### config.mk
export PLATFORM = sky130hd
export DESIGN_NAME = memgate_ctrl
export DESIGN_NICKNAME = d
export VERILOG_FILES = /design/src/rtl/memgate_pkg.sv /design/src/rtl/memgate_lut.sv /design/src/rtl/memgate_regs.sv /design/src/rtl/memgate_fault.sv /design/src/rtl/memgate_ctrl.sv
export SDC_FILE = /design/constraint.sdc
export NUM_CORES = 1
export LEC_CHECK = 0
export BUFFER_PORTS_ARGS = -buffer_cell sky130_fd_sc_hd__buf_2
export CAP_MARGIN = 20
export CORE_MARGIN = 4
export CORE_UTILIZATION = 55
export CTS_CLUSTER_DIAMETER = 80
export DETAILED_ROUTE_END_ITERATION = 6
export HOLD_SLACK_MARGIN = 0.1
export PLACE_DENSITY_LB_ADDON = 0.25
export SLEW_MARGIN = 20
export SYNTH_ARGS = -nofsm -noshare
export SYNTH_HDL_FRONTEND = slang
export SYNTH_HIERARCHICAL = 1
export SYNTH_SLANG_ARGS = --single-unit
### constraint.sdc
create_clock -name clk -period 3.2 [get_ports clk]
set_input_delay 0.48 -clock clk [delete_from_list [all_inputs] [get_ports clk]]
set_output_delay 0.48 -clock clk [all_outputs]
set_load 0.1 [all_outputs]
### src/rtl/memgate_pkg.sv
package memgate_pkg;

  // register word offsets
  localparam int OFS_CTRL   = 0;
  localparam int OFS_MAXIDX = 4;
  localparam int OFS_BLKCFG = 5;
  localparam int OFS_INDEX  = 6;
  localparam int OFS_DATA   = 7;
  localparam int OFS_STAT   = 8;
  localparam int OFS_CLR    = 9;
  localparam int OFS_EN     = 10;
  localparam int OFS_FADDR  = 11;
  localparam int OFS_FATTR  = 12;
  localparam int OFS_SET    = 13;

  // control bit positions
  localparam int CTL_RESP = 4;
  localparam int CTL_STEP = 8;
  localparam int CTL_LOCK = 31;

  localparam int BLK_BASE_SHIFT = 5;

  // block number covering a byte address
  function automatic logic [31:0] block_number(input logic [31:0] addr,
                                               input int unsigned cfg);
    return addr >> (cfg + BLK_BASE_SHIFT);
  endfunction

  // next table index with wrap at the last word
  function automatic int unsigned next_index(input int unsigned cur,
                                             input int unsigned words);
    return (cur == words - 1) ? 0 : cur + 1;
  endfunction

endpackage

### src/rtl/memgate_lut.sv
module memgate_lut #(
  parameter int LUT_WORDS = 4,
  parameter int IDX_W     = 2
) (
  input  logic             clk,
  input  logic             rst_n,
  input  logic             wr_en,
  input  logic [IDX_W-1:0] wr_idx,
  input  logic [31:0]      wr_data,
  input  logic [IDX_W-1:0] rd_idx,
  output logic [31:0]      rd_data,
  input  logic [IDX_W-1:0] chk_word,
  input  logic [4:0]       chk_bit,
  output logic             chk_allow_ns
);

  logic [31:0] words [LUT_WORDS];

  for (genvar g = 0; g < LUT_WORDS; g++) begin : g_word
    always_ff @(posedge clk or negedge rst_n) begin
      if (!rst_n)
        words[g] <= '0;
      else if (wr_en && (wr_idx == IDX_W'(g)))
        words[g] <= wr_data;
    end
  end

  assign rd_data      = words[rd_idx];
  assign chk_allow_ns = words[chk_word][chk_bit];

endmodule

### src/rtl/memgate_regs.sv
module memgate_regs
  import memgate_pkg::*;
#(
  parameter int LUT_WORDS = 4,
  parameter int BLK_CFG   = 3,
  parameter int REG_AW    = 4,
  parameter int IDX_W     = 2
) (
  input  logic              clk,
  input  logic              rst_n,
  input  logic              psel,
  input  logic              penable,
  input  logic              pwrite,
  input  logic [REG_AW-1:0] paddr,
  input  logic [31:0]       pwdata,
  output logic [31:0]       prdata,
  input  logic [31:0]       lut_rd_data,
  input  logic              stat,
  input  logic              int_en_q,
  input  logic [31:0]       fault_addr,
  input  logic [1:0]        fault_attr,
  output logic              resp_berr,
  output logic              step_en,
  output logic              locked,
  output logic [IDX_W-1:0]  index,
  output logic              data_access,
  output logic              lut_wr_en,
  output logic              en_wr,
  output logic              clr_pulse,
  output logic              set_pulse
);

  logic acc, wr_acc;
  assign acc    = psel && penable;
  assign wr_acc = acc && pwrite;

  function automatic logic hit(input logic [REG_AW-1:0] a, input int ofs);
    return a == REG_AW'(ofs);
  endfunction

  assign data_access = acc && hit(paddr, OFS_DATA);
  assign lut_wr_en   = wr_acc && hit(paddr, OFS_DATA) && !locked;
  assign en_wr       = wr_acc && hit(paddr, OFS_EN);
  assign clr_pulse   = wr_acc && hit(paddr, OFS_CLR) && pwdata[0];
  assign set_pulse   = wr_acc && hit(paddr, OFS_SET) && pwdata[0];

  // control word
  always_ff @(posedge clk or negedge rst_n) begin
    if (!rst_n) begin
      resp_berr <= 1'b0;
      step_en   <= 1'b0;
      locked    <= 1'b0;
    end else if (wr_acc && hit(paddr, OFS_CTRL)) begin
      step_en <= pwdata[CTL_STEP];
      if (!locked) begin
        resp_berr <= pwdata[CTL_RESP];
        locked    <= pwdata[CTL_LOCK];
      end
    end
  end

  // table index with optional stepping
  always_ff @(posedge clk or negedge rst_n) begin
    if (!rst_n)
      index <= '0;
    else if (wr_acc && hit(paddr, OFS_INDEX))
      index <= pwdata[IDX_W-1:0];
    else if (data_access && step_en)
      index <= IDX_W'(next_index(int'(index), LUT_WORDS));
  end

  always_comb begin
    prdata = '0;
    if (psel) begin
      case (paddr)
        REG_AW'(OFS_CTRL): begin
          prdata[CTL_RESP] = resp_berr;
          prdata[CTL_STEP] = step_en;
          prdata[CTL_LOCK] = locked;
        end
        REG_AW'(OFS_MAXIDX): prdata = 32'(LUT_WORDS - 1);
        REG_AW'(OFS_BLKCFG): prdata = 32'(BLK_CFG);
        REG_AW'(OFS_INDEX):  prdata = 32'(index);
        REG_AW'(OFS_DATA):   prdata = lut_rd_data;
        REG_AW'(OFS_STAT):   prdata = {31'b0, stat};
        REG_AW'(OFS_EN):     prdata = {31'b0, int_en_q};
        REG_AW'(OFS_FADDR):  prdata = fault_addr;
        REG_AW'(OFS_FATTR):  prdata = {30'b0, fault_attr};
        default:             prdata = '0;
      endcase
    end
  end

endmodule

### src/rtl/memgate_fault.sv
module memgate_fault (
  input  logic        clk,
  input  logic        rst_n,
  input  logic        viol,
  input  logic [31:0] viol_addr,
  input  logic        viol_nonsec,
  input  logic        viol_write,
  input  logic        clr_pulse,
  input  logic        set_pulse,
  input  logic        en_wr,
  input  logic        en_data,
  output logic        stat,
  output logic        int_en_q,
  output logic [31:0] fault_addr,
  output logic [1:0]  fault_attr,
  output logic        capture
);

  assign capture = viol && !stat;

  always_ff @(posedge clk or negedge rst_n) begin
    if (!rst_n)
      stat <= 1'b0;
    else if (viol || set_pulse)
      stat <= 1'b1;
    else if (clr_pulse)
      stat <= 1'b0;
  end

  always_ff @(posedge clk or negedge rst_n) begin
    if (!rst_n) begin
      fault_addr <= '0;
      fault_attr <= '0;
    end else if (capture) begin
      fault_addr <= viol_addr;
      fault_attr <= {viol_write, viol_nonsec};
    end
  end

  always_ff @(posedge clk or negedge rst_n) begin
    if (!rst_n)
      int_en_q <= 1'b0;
    else if (en_wr)
      int_en_q <= en_data;
  end

endmodule

### src/rtl/memgate_ctrl.sv
module memgate_ctrl
  import memgate_pkg::*;
#(
  parameter int LUT_WORDS = 4,
  parameter int BLK_CFG   = 3,
  parameter int REG_AW    = 4,
  parameter int ADDR_W    = 32
) (
  input  logic              clk,
  input  logic              rst_n,
  input  logic              psel,
  input  logic              penable,
  input  logic              pwrite,
  input  logic [REG_AW-1:0] paddr,
  input  logic [31:0]       pwdata,
  output logic [31:0]       prdata,
  output logic              pready,
  input  logic              xfer_valid,
  input  logic [ADDR_W-1:0] xfer_addr,
  input  logic              xfer_nonsec,
  input  logic              xfer_write,
  output logic              xfer_ok,
  output logic              xfer_berr,
  output logic              xfer_raz,
  output logic              irq
);

  localparam int IDX_W      = (LUT_WORDS > 1) ? $clog2(LUT_WORDS) : 1;
  localparam int NUM_BLOCKS = LUT_WORDS * 32;

  logic             resp_berr, step_en, locked;
  logic [IDX_W-1:0] index;
  logic             data_access, lut_wr_en, en_wr, clr_pulse, set_pulse;
  logic [31:0]      lut_rd_data;
  logic             stat, int_en_q, capture;
  logic [31:0]      fault_addr;
  logic [1:0]       fault_attr;

  // transfer decode
  logic [31:0]      addr32, blk;
  logic             in_range, allow_ns, viol;
  logic [IDX_W-1:0] chk_word;

  assign addr32   = 32'(xfer_addr);
  assign blk      = block_number(addr32, BLK_CFG);
  assign in_range = blk < 32'(NUM_BLOCKS);
  assign chk_word = blk[5 +: IDX_W];

  memgate_regs #(
    .LUT_WORDS(LUT_WORDS), .BLK_CFG(BLK_CFG), .REG_AW(REG_AW), .IDX_W(IDX_W)
  ) u_regs (
    .clk(clk), .rst_n(rst_n), .psel(psel), .penable(penable), .pwrite(pwrite),
    .paddr(paddr), .pwdata(pwdata), .prdata(prdata),
    .lut_rd_data(lut_rd_data), .stat(stat), .int_en_q(int_en_q),
    .fault_addr(fault_addr), .fault_attr(fault_attr),
    .resp_berr(resp_berr), .step_en(step_en), .locked(locked), .index(index),
    .data_access(data_access), .lut_wr_en(lut_wr_en), .en_wr(en_wr),
    .clr_pulse(clr_pulse), .set_pulse(set_pulse)
  );

  memgate_lut #(.LUT_WORDS(LUT_WORDS), .IDX_W(IDX_W)) u_lut (
    .clk(clk), .rst_n(rst_n), .wr_en(lut_wr_en), .wr_idx(index),
    .wr_data(pwdata), .rd_idx(index), .rd_data(lut_rd_data),
    .chk_word(chk_word), .chk_bit(blk[4:0]), .chk_allow_ns(allow_ns)
  );

  assign viol      = xfer_valid && (!in_range || (allow_ns != xfer_nonsec));
  assign xfer_ok   = xfer_valid && !viol;
  assign xfer_berr = viol && resp_berr;
  assign xfer_raz  = viol && !resp_berr;

  memgate_fault u_fault (
    .clk(clk), .rst_n(rst_n), .viol(viol), .viol_addr(addr32),
    .viol_nonsec(xfer_nonsec), .viol_write(xfer_write),
    .clr_pulse(clr_pulse), .set_pulse(set_pulse),
    .en_wr(en_wr), .en_data(pwdata[0]),
    .stat(stat), .int_en_q(int_en_q), .fault_addr(fault_addr),
    .fault_attr(fault_attr), .capture(capture)
  );

  assign irq    = stat && int_en_q;
  assign pready = 1'b1;

endmodule

After elaboration in Yosys (flattened, before gate mapping)
Index checks and enable logic that the tools add are counted.

$add $sub $neg: 1. $lt $le $gt $ge: 4. Equal/unequal tests: 14. Mux-type cells: 21. Bitwise logic cells: 3. Reduce and logical (&&, ||, !) cells: 36.

Operators by type and width (count): 32-bit two-way mux (5); 32-bit binary-select mux with 2-bit select (2); 22-bit one-hot mux with 2 select lines (1); 4-bit one-hot mux with 7 select lines (1); 4-bit == test (second input constant) (6); 24-bit by 8-bit less-than comparator with 1-bit output (second input constant) (1); 1-bit logical AND (23); 4-bit by 3-bit == test with 1-bit output (second input constant) (4); 1-bit one-hot mux with 3 select lines (3); 3-bit >= comparator (second input constant) (2); 5-bit by 6-bit less-than comparator with 1-bit output (second input constant) (1); 2-bit two-way mux (3); 2-bit inverter with 3-bit output (2); 3-bit one-hot mux with 2 select lines (1); 1-bit binary-select mux with 5-bit select (1); 1-bit logical NOT (5); 2-bit == test (second input constant) (2); 4-bit logical NOT (1); 1-bit two-way mux (4); 2-bit nonzero test (2); 2-bit by 1-bit adder with 2-bit output (second input constant) (1); 2-bit by 1-bit == test with 1-bit output (second input constant) (1); 2-bit logical NOT (1); 1-bit logical OR (2); other kinds (4) (4).

Register bits: 169. Input port bits: 76. Logic and storage cells: 91.

Depth between registers and ports, before layout
Gate-level depths: netlist of the first run.

Depth after elaboration: 11. Depth in mapped cells: 15. Depth with buffers taken out: 10.

Modules after synthesis
Netlist of the first run, hierarchy kept.

By module, submodules not included: memgate_lut (instances 1, cells an instance 397, area each 6597.6 um2, sequential area each 3203.1 um2); memgate_fault (instances 1, cells an instance 79, area each 1501.4 um2, sequential area each 900.9 um2); memgate_regs (instances 1, cells an instance 127, area each 944.7 um2, sequential area each 125.1 um2); memgate_ctrl (instances 1, cells an instance 17, area each 117.6 um2, sequential area each 0.0 um2).

Worst setup path after synthesis of the first run
OpenSTA, ideal clock, no wires.

Path kind: input port to output port. From: input port xfer_addr[14]. To: output port xfer_berr. Arrival time: 3697 ps. Data required time: 2720 ps. Path slack: -977 ps. Stages on the path: 8. Path buffers: 1. Path through: buf_6 mux4_1 mux4_2 a32oi_1 nand4_1 xnor2_1 and4_1 a21oi_1.

Word-level cells in the longest chain between the ends: 10. Elaborated cells on any way between the ends: 12.

Ends and longest elaborated chain: from (decl) (line memgate_ctrl.sv:19) `input logic [ADDR_W-1:0] xfer_addr,`; 2-bit inverter with 3-bit output (implied by the code) (line memgate_lut.sv:29) `assign chk_allow_ns = words[chk_word][chk_bit];`; 32-bit binary-select mux with 2-bit select (line memgate_lut.sv:29); 32-bit two-way mux (implied by the code) (2 in a row) (line memgate_lut.sv:29); 1-bit binary-select mux with 5-bit select (line memgate_lut.sv:29); 1-bit two-way mux (implied by the code) (line memgate_lut.sv:29); net allow_ns (line memgate_ctrl.sv:41) `logic in_range, allow_ns, viol;`; 1-bit inequality test (line memgate_ctrl.sv:67) `assign viol = xfer_valid && (!in_range || (allow_ns != xfer_nonsec));`; 1-bit logical OR (line memgate_ctrl.sv:67); 1-bit logical AND (line memgate_ctrl.sv:67); 1-bit logical AND (line memgate_ctrl.sv:69) `assign xfer_berr = viol && resp_berr;`; to (decl) (line memgate_ctrl.sv:23) `output logic xfer_berr,`.

The timed path passes the listed nets, and every way through them passes these cells. The select of a mux whose other input is x is not followed.

Worst setup path in the final report of the first run
From: input port xfer_addr[8]. To: output port xfer_ok.

Word-level cells in the longest chain between the ends: 7. Elaborated cells on any way between the ends: 9.

Ends and longest elaborated chain: 1-bit binary-select mux with 5-bit select (line memgate_lut.sv:29); 1-bit two-way mux (implied by the code) (line memgate_lut.sv:29); net allow_ns (line memgate_ctrl.sv:41); 1-bit inequality test (line memgate_ctrl.sv:67); 1-bit logical OR (line memgate_ctrl.sv:67); 1-bit logical AND (line memgate_ctrl.sv:67); 1-bit logical NOT (line memgate_ctrl.sv:68) `assign xfer_ok = xfer_valid && !viol;`; 1-bit logical AND (line memgate_ctrl.sv:68); to (decl) (line memgate_ctrl.sv:22) `output logic xfer_ok,`.

The timed path passes the listed nets, and every way through them passes these cells. The select of a mux whose other input is x is not followed.

==> summary.txt, run 1 <==
# rows -> 46
Ports -> 113
Final setup viols -> 37
First-pass DRT Iterations -> 5
Crit path DAT -> 2.98 ns
Yosys warning count -> 6
H-tree levels -> 4
Vias per cell -> 6.42
Overall routing resource usage -> 26.8%
Crit Path Class -> input pin to output pin
Worst Setup Start Kind -> input pin
Minimum clock period -> 3.46 ns
Reg clk slew, reported paths -> 0.07 ns
Reg-to-reg slack, setup -> -0.13 ns
Vias in the first global route -> 6634
Final setup margin -> -0.260 ns
Die Ht -> 137 um
Mapped Avg Cell Area -> 14.8 sq um
Status -> finished with violations
Measured slew at the worst slew-check pin -> 0.636 ns
Max-slew violation count -> 0
Root Buffer -> clkbuf_16
DRC -> 0
CTS tree -> built
Final worst-path cycle share -> 108%
Non-filler cells, final -> 977
Total leakage power -> 5.21 nW
Syn Nets -> 696
Initial antenna violation count -> 1
Largest net degree at the start of global routing -> 77
Reg2reg path depth -> 11
Final Hold Viols -> 0
Routed Antenna Nets -> 0
First-pass GRT wire length -> 37900 um
Failing checks -> negative setup slack
RSZ-0062 raised after global routing -> yes
Die width -> 137 um
Initial core utilization -> 56.8%
Nets -> 826
Total gr overflow -> 0
Max-cap viol count -> 0
Mapped Area -> 0.00916 sq mm
Die ar. -> 0.0188 sq mm
Placed instance count -> 937
Crit path max fanout -> 10
Post-Route WL -> 24200 um
Power Dens Cells -> 466 mW/mm^2
Worst slack, placed -> -0.376 ns
DR iter-0 viols -> 563
Reg-to-Reg End -> u_fault/fault_addr[27]$_DFFE_PN0P_
CP Capture Type -> output pin
Clock skew -> 0.0123 ns
CP Capture Point -> xfer_ok
Via Count -> 6268
Sink Count -> 169
Max_slew headroom -> 56.5%
VDD IR max -> 0.381 mV
Core Util, Final -> 70.9%
Crit path launch -> xfer_addr[8]
HP Class -> input pin to flip-flop
# diodes -> 0
CTS buffer count -> 17
Origin of the critical flop-to-flop path -> u_lut/words[97]$_DFFE_PN0P_
Post-synthesis instance total -> 619
Core box area -> 0.0161 sq mm
Clk buf depth -> 2
FMAX -> 289 MHz
Worst path required time -> 2.72 ns
Hpwl dp -> 16900 um
PortBufs -> 111
Clk Latency, worst-skew pair -> 0.43 ns
Crit path cell chain -> buf_2, buf_4, mux4_2, mux2i_1, a2111oi_0, nand4b_1, nand4_1, xnor2_1, and4_4, and3_4, buf_12
Mean routed wirelength per cell -> 24.8 um
Share of layout cells above drive strength 1 -> 60.6%
CP max stage delay -> 0.64 ns
Slowest CP cell -> a2111oi_0
RD Place Congestion -> 0.816
P&R area growth vs syn -> 24.7%
cell type report:
type,count,area (sq um)
multi-input cells,399,4720
fillers,1097,4700
flip-flops and latches,169,4230
repair buffers,160,1580
clock buffers,18,439
well taps,216,270
clock inverters,13,171
inverters,2,7.51
worst min-delay path by stage:
stage,startpoint,end,cells after the start
CTS,xfer_addr[5],u_fault/fault_addr[5]$_DFFE_PN0P_,2
global route,xfer_addr[6],u_fault/fault_addr[6]$_DFFE_PN0P_,2
detailed placement,u_fault/fault_addr[1]$_DFFE_PN0P_,u_fault/fault_addr[1]$_DFFE_PN0P_,1
floorplan,rst_n,u_fault/fault_addr[0]$_DFFE_PN0P_,0
global placement,u_fault/fault_addr[29]$_DFFE_PN0P_,u_fault/fault_addr[29]$_DFFE_PN0P_,1
finish,xfer_addr[5],u_fault/fault_addr[5]$_DFFE_PN0P_,2
metal layers:
layer | part of all wire, % | routed length [um] | GRT usage, %
met2 | 50 | 12000 | 43.5
met1 | 42 | 10200 | 37.6
met4 | 1.2 | 282 | 6.04
met3 | 7.1 | 1720 | 5.92
met5 | 0.045 | 11 | 0
sequential cells by signal, indices dropped and copies added, names as in the netlist:
name / flops
u_regs/resp_berr: 1
u_fault/fault_attr: 2
u_regs/locked: 1
u_regs/index: 2
u_fault/stat: 1
u_regs/step_en: 1
u_fault/int_en_q: 1
u_fault/fault_addr: 32
u_lut/words: 128
through the flow:
stage | power (mW) | hold WS, ns | setup TNS [ns] | area (sq um)
after floorplan | 2.90 | 0.184 | 0 | 9260
after global placement | 3.19 | 0.493 | -8.43 | 10700
after detailed placement | 3.22 | 0.491 | -11.54 | 10700
final | 5.32 | 0.278 | -3.70 | 11400
after CTS | 5.35 | 0.267 | -3.42 | 11400
after global routing | 5.51 | 0.266 | -5.76 | 11400
repair_timing:
action,4_1_cts,5_1_grt
resized for setup,0,2
pin swaps,5,3
endpoints found under the hold margin,60,0
endpoints found under the setup margin,4,38
setup buffers,3,3
cloned,2,0
hold buffers,1,0
power breakdown:
group / leakage, nW / internal (mW) / switching [mW]
sequential: 2.29 / 2.25 / 0.108
clock: 0.293 / 1.25 / 0.870
combinational: 2.63 / 0.422 / 0.412
total: 5.21 / 3.93 / 1.39
critical path: cells and delay by family:
family	cells	cell delay [ns]
AOI/OAI and AO/OA	1	0.64
xor gates and xnor gates	1	0.13
buffers and inverters	3	0.66
muxes	2	0.30
and+or+nand+nor	4	0.76
layout by cell type, fill, tap and decap left out, drive strengths merged, types with 4 or more instances in the layout:
cell type,count
nor2b,33
dfrtp,169
mux2i,10
clkinv,6
nor2,19
nor4,5
a21oi,4
nand2,11
clkbuf,18
buf,158
nand3b,6
inv,4
a22oi,27
nand3,5
nor3b,4
mux2,169
mux4,65
Power figures use the tool's default switching activity.
==> inputs of run 2 (changes only) <==
- ABC_AREA: default -> 1
- CORE_ASPECT_RATIO: default -> 1.75
==> run 2 against run 1 <==
Net effect: critical endpoint is now prdata[19]; fmax up 15%; largest cell class unchanged; critical path depth decreased by 4; die area up 2.1%; the flow finishes with violations (design-rule violations); utilization fell by 5.3 points; count of clock-buffer cells in the layout shrank 1; flip-flop and latch count unchanged; synthesized cell count increased by 110%; largest power group unchanged; setup slack better by 0.44 ns; non-clock buffer count shrank 16.
==> summary.txt, run 2 <==
Status -> finished with violations
Failing checks -> design-rule violations
Biggest regs -> u_lut/words (128), u_fault/fault_addr (32)
CTS buffer count -> 17
Final worst-path cycle share -> 94.3%
Yosys warning count -> 6
PortBufs -> 111
Total gr overflow -> 0
Minimum clock period -> 3.02 ns
Reg-to-reg slack, setup -> 0.81 ns
Die width -> 106 um
Core Util, Final -> 65.6%
Share of layout cells above drive strength 1 -> 17.0%
Placed instance count -> 1584
Crit path max fanout -> 22
RD Place Congestion -> 0.884
Ports -> 113
Max-slew violation count -> 0
Crit Path Class -> flip-flop to output pin
Core box area -> 0.0165 sq mm
Die ar. -> 0.0192 sq mm
# rows -> 62
Final-layout fill cell count -> 1461
RSZ-0062 raised after global routing -> no
Tot Pwr -> 5.40 mW
Initial antenna violation count -> 0
First-pass DRT Iterations -> 7
Overall routing resource usage -> 30.1%
Worst path required time -> 2.72 ns
Flip-flop count of the largest register after layout -> 128
Measured slew at the worst slew-check pin -> 0.781 ns
Total leakage power -> 5.16 nW
Die Ht -> 180 um
Clock skew -> 0.0103 ns
Largest net degree at the start of global routing -> 84
Biggest register -> u_lut/words
Reg2reg path depth -> 20
Via Count -> 9381
Power Dens Cells -> 498 mW/mm^2
Final setup margin -> 0.184 ns
Sink Count -> 169
Vias per cell -> 5.81
Final setup viols -> 0
Origin of the critical flop-to-flop path -> u_lut/words[12]$_DFFE_PN0P_
CP Capture Type -> output pin
Most common cell after layout, fill and taps aside -> nand2_1
Non-filler cells, final -> 1616
Hold Buf Count CTS -> 0
Mapped Avg Cell Area -> 7.15 sq um
Commonest cells after routing, fill and taps aside -> 440 x nand2_1, 195 x o21ai_0, 168 x dfrtp_1
H-tree levels -> 4
Reg area -> 0.00423 sq mm
First-pass GRT wire length -> 46300 um
Post-synthesis instance total -> 1303
Routed Antenna Nets -> 0
DR iter-0 viols -> 893
CTS tree -> built
Root Buffer -> clkbuf_16
Syn Nets -> 1380
Hpwl dp -> 19300 um
VDD IR max -> 0.354 mV
# diodes -> 0
Post-Place Cell Area -> 0.0103 sq mm
Area of the multi-input gates -> 0.00448 sq mm
Mean routed wirelength per cell -> 17.5 um
Worst Setup Start Kind -> flip-flop
P&R area growth vs syn -> 16.3%
DRC -> 1
Vias in the first global route -> 8998
Initial core utilization -> 56.4%
Post-Route WL -> 28200 um
Post-CTS Setup Inserts -> 0
Max-cap viol count -> 0
Total Neg Setup Slack -> 0 ns
Final Instance Area -> 0.0108 sq mm
Max_slew headroom -> 48.0%
Final Hold Viols -> 0
PostCTS Resize Cnt -> 0
Nets -> 1456
Clk buf depth -> 2
Clk Latency, worst-skew pair -> 0.43 ns
Crit path DAT -> 2.54 ns
Reg clk slew, reported paths -> 0.07 ns
HP Class -> input pin to async pin
Worst hold margin -> 0.0786 ns
Worst slack, placed -> 0.281 ns
FMAX -> 332 MHz
Reg-to-Reg End -> u_fault/fault_addr[5]$_DFFE_PN0P_
Mapped Area -> 0.00932 sq mm
-- run 2: layout make-up --
type	count	area share [%]
multi-input cells	981	41.4
well taps	224	2.59
repair buffers	144	9.48
clock buffers	17	3.93
flip-flops and latches	169	39.0
clock inverters	15	1.30
inverters	66	2.31
-- run 2: how the worst max path moves through the flow --
stage                     slack, ns  depth (start not counted)                        start          to
final                          0.18                          7  u_regs/index[1]$_DFFE_PN0P_  prdata[19]
after global routing           0.02                          7  u_regs/index[1]$_DFFE_PN0P_  prdata[19]
after CTS                      0.21                          7  u_regs/index[1]$_DFFE_PN0P_  prdata[19]
after detailed placement       0.28                         20                xfer_addr[13]    xfer_raz
after global placement         0.31                         20                xfer_addr[13]   xfer_berr
after floorplan               -0.24                         17                 xfer_addr[8]   xfer_berr
-- run 2: power breakdown --
| part | internal, mW | switching, mW | leakage (nW) |
|---|---|---|---|
| Combinational | 0.375 | 0.843 | 2.55 |
| Clock | 1.08 | 0.886 | 0.271 |
| Sequential | 2.17 | 0.0402 | 2.34 |
| Total | 3.63 | 1.77 | 5.16 |
-- run 2: metal layers --
layer / vias to the layer above / wire, um / global-route usage (%)
li1: 4408 / - / -
met1: 4378 / 10700 / 37.6
met2: 487 / 14000 / 50.4
met3: 108 / 1980 / 4.70
met4: 0 / 1450 / 14.9
met5: - / 0 / 0
-- run 2: worst max-delay path, stage by stage (launching register included) --
cell and delay, ns:
dfrtp_1 0.51, inv_1 0.13, buf_4 0.28, o21ai_0 0.16
o22ai_1 0.21, nand2_1 0.16, a21oi_2 0.20, buf_2 0.45
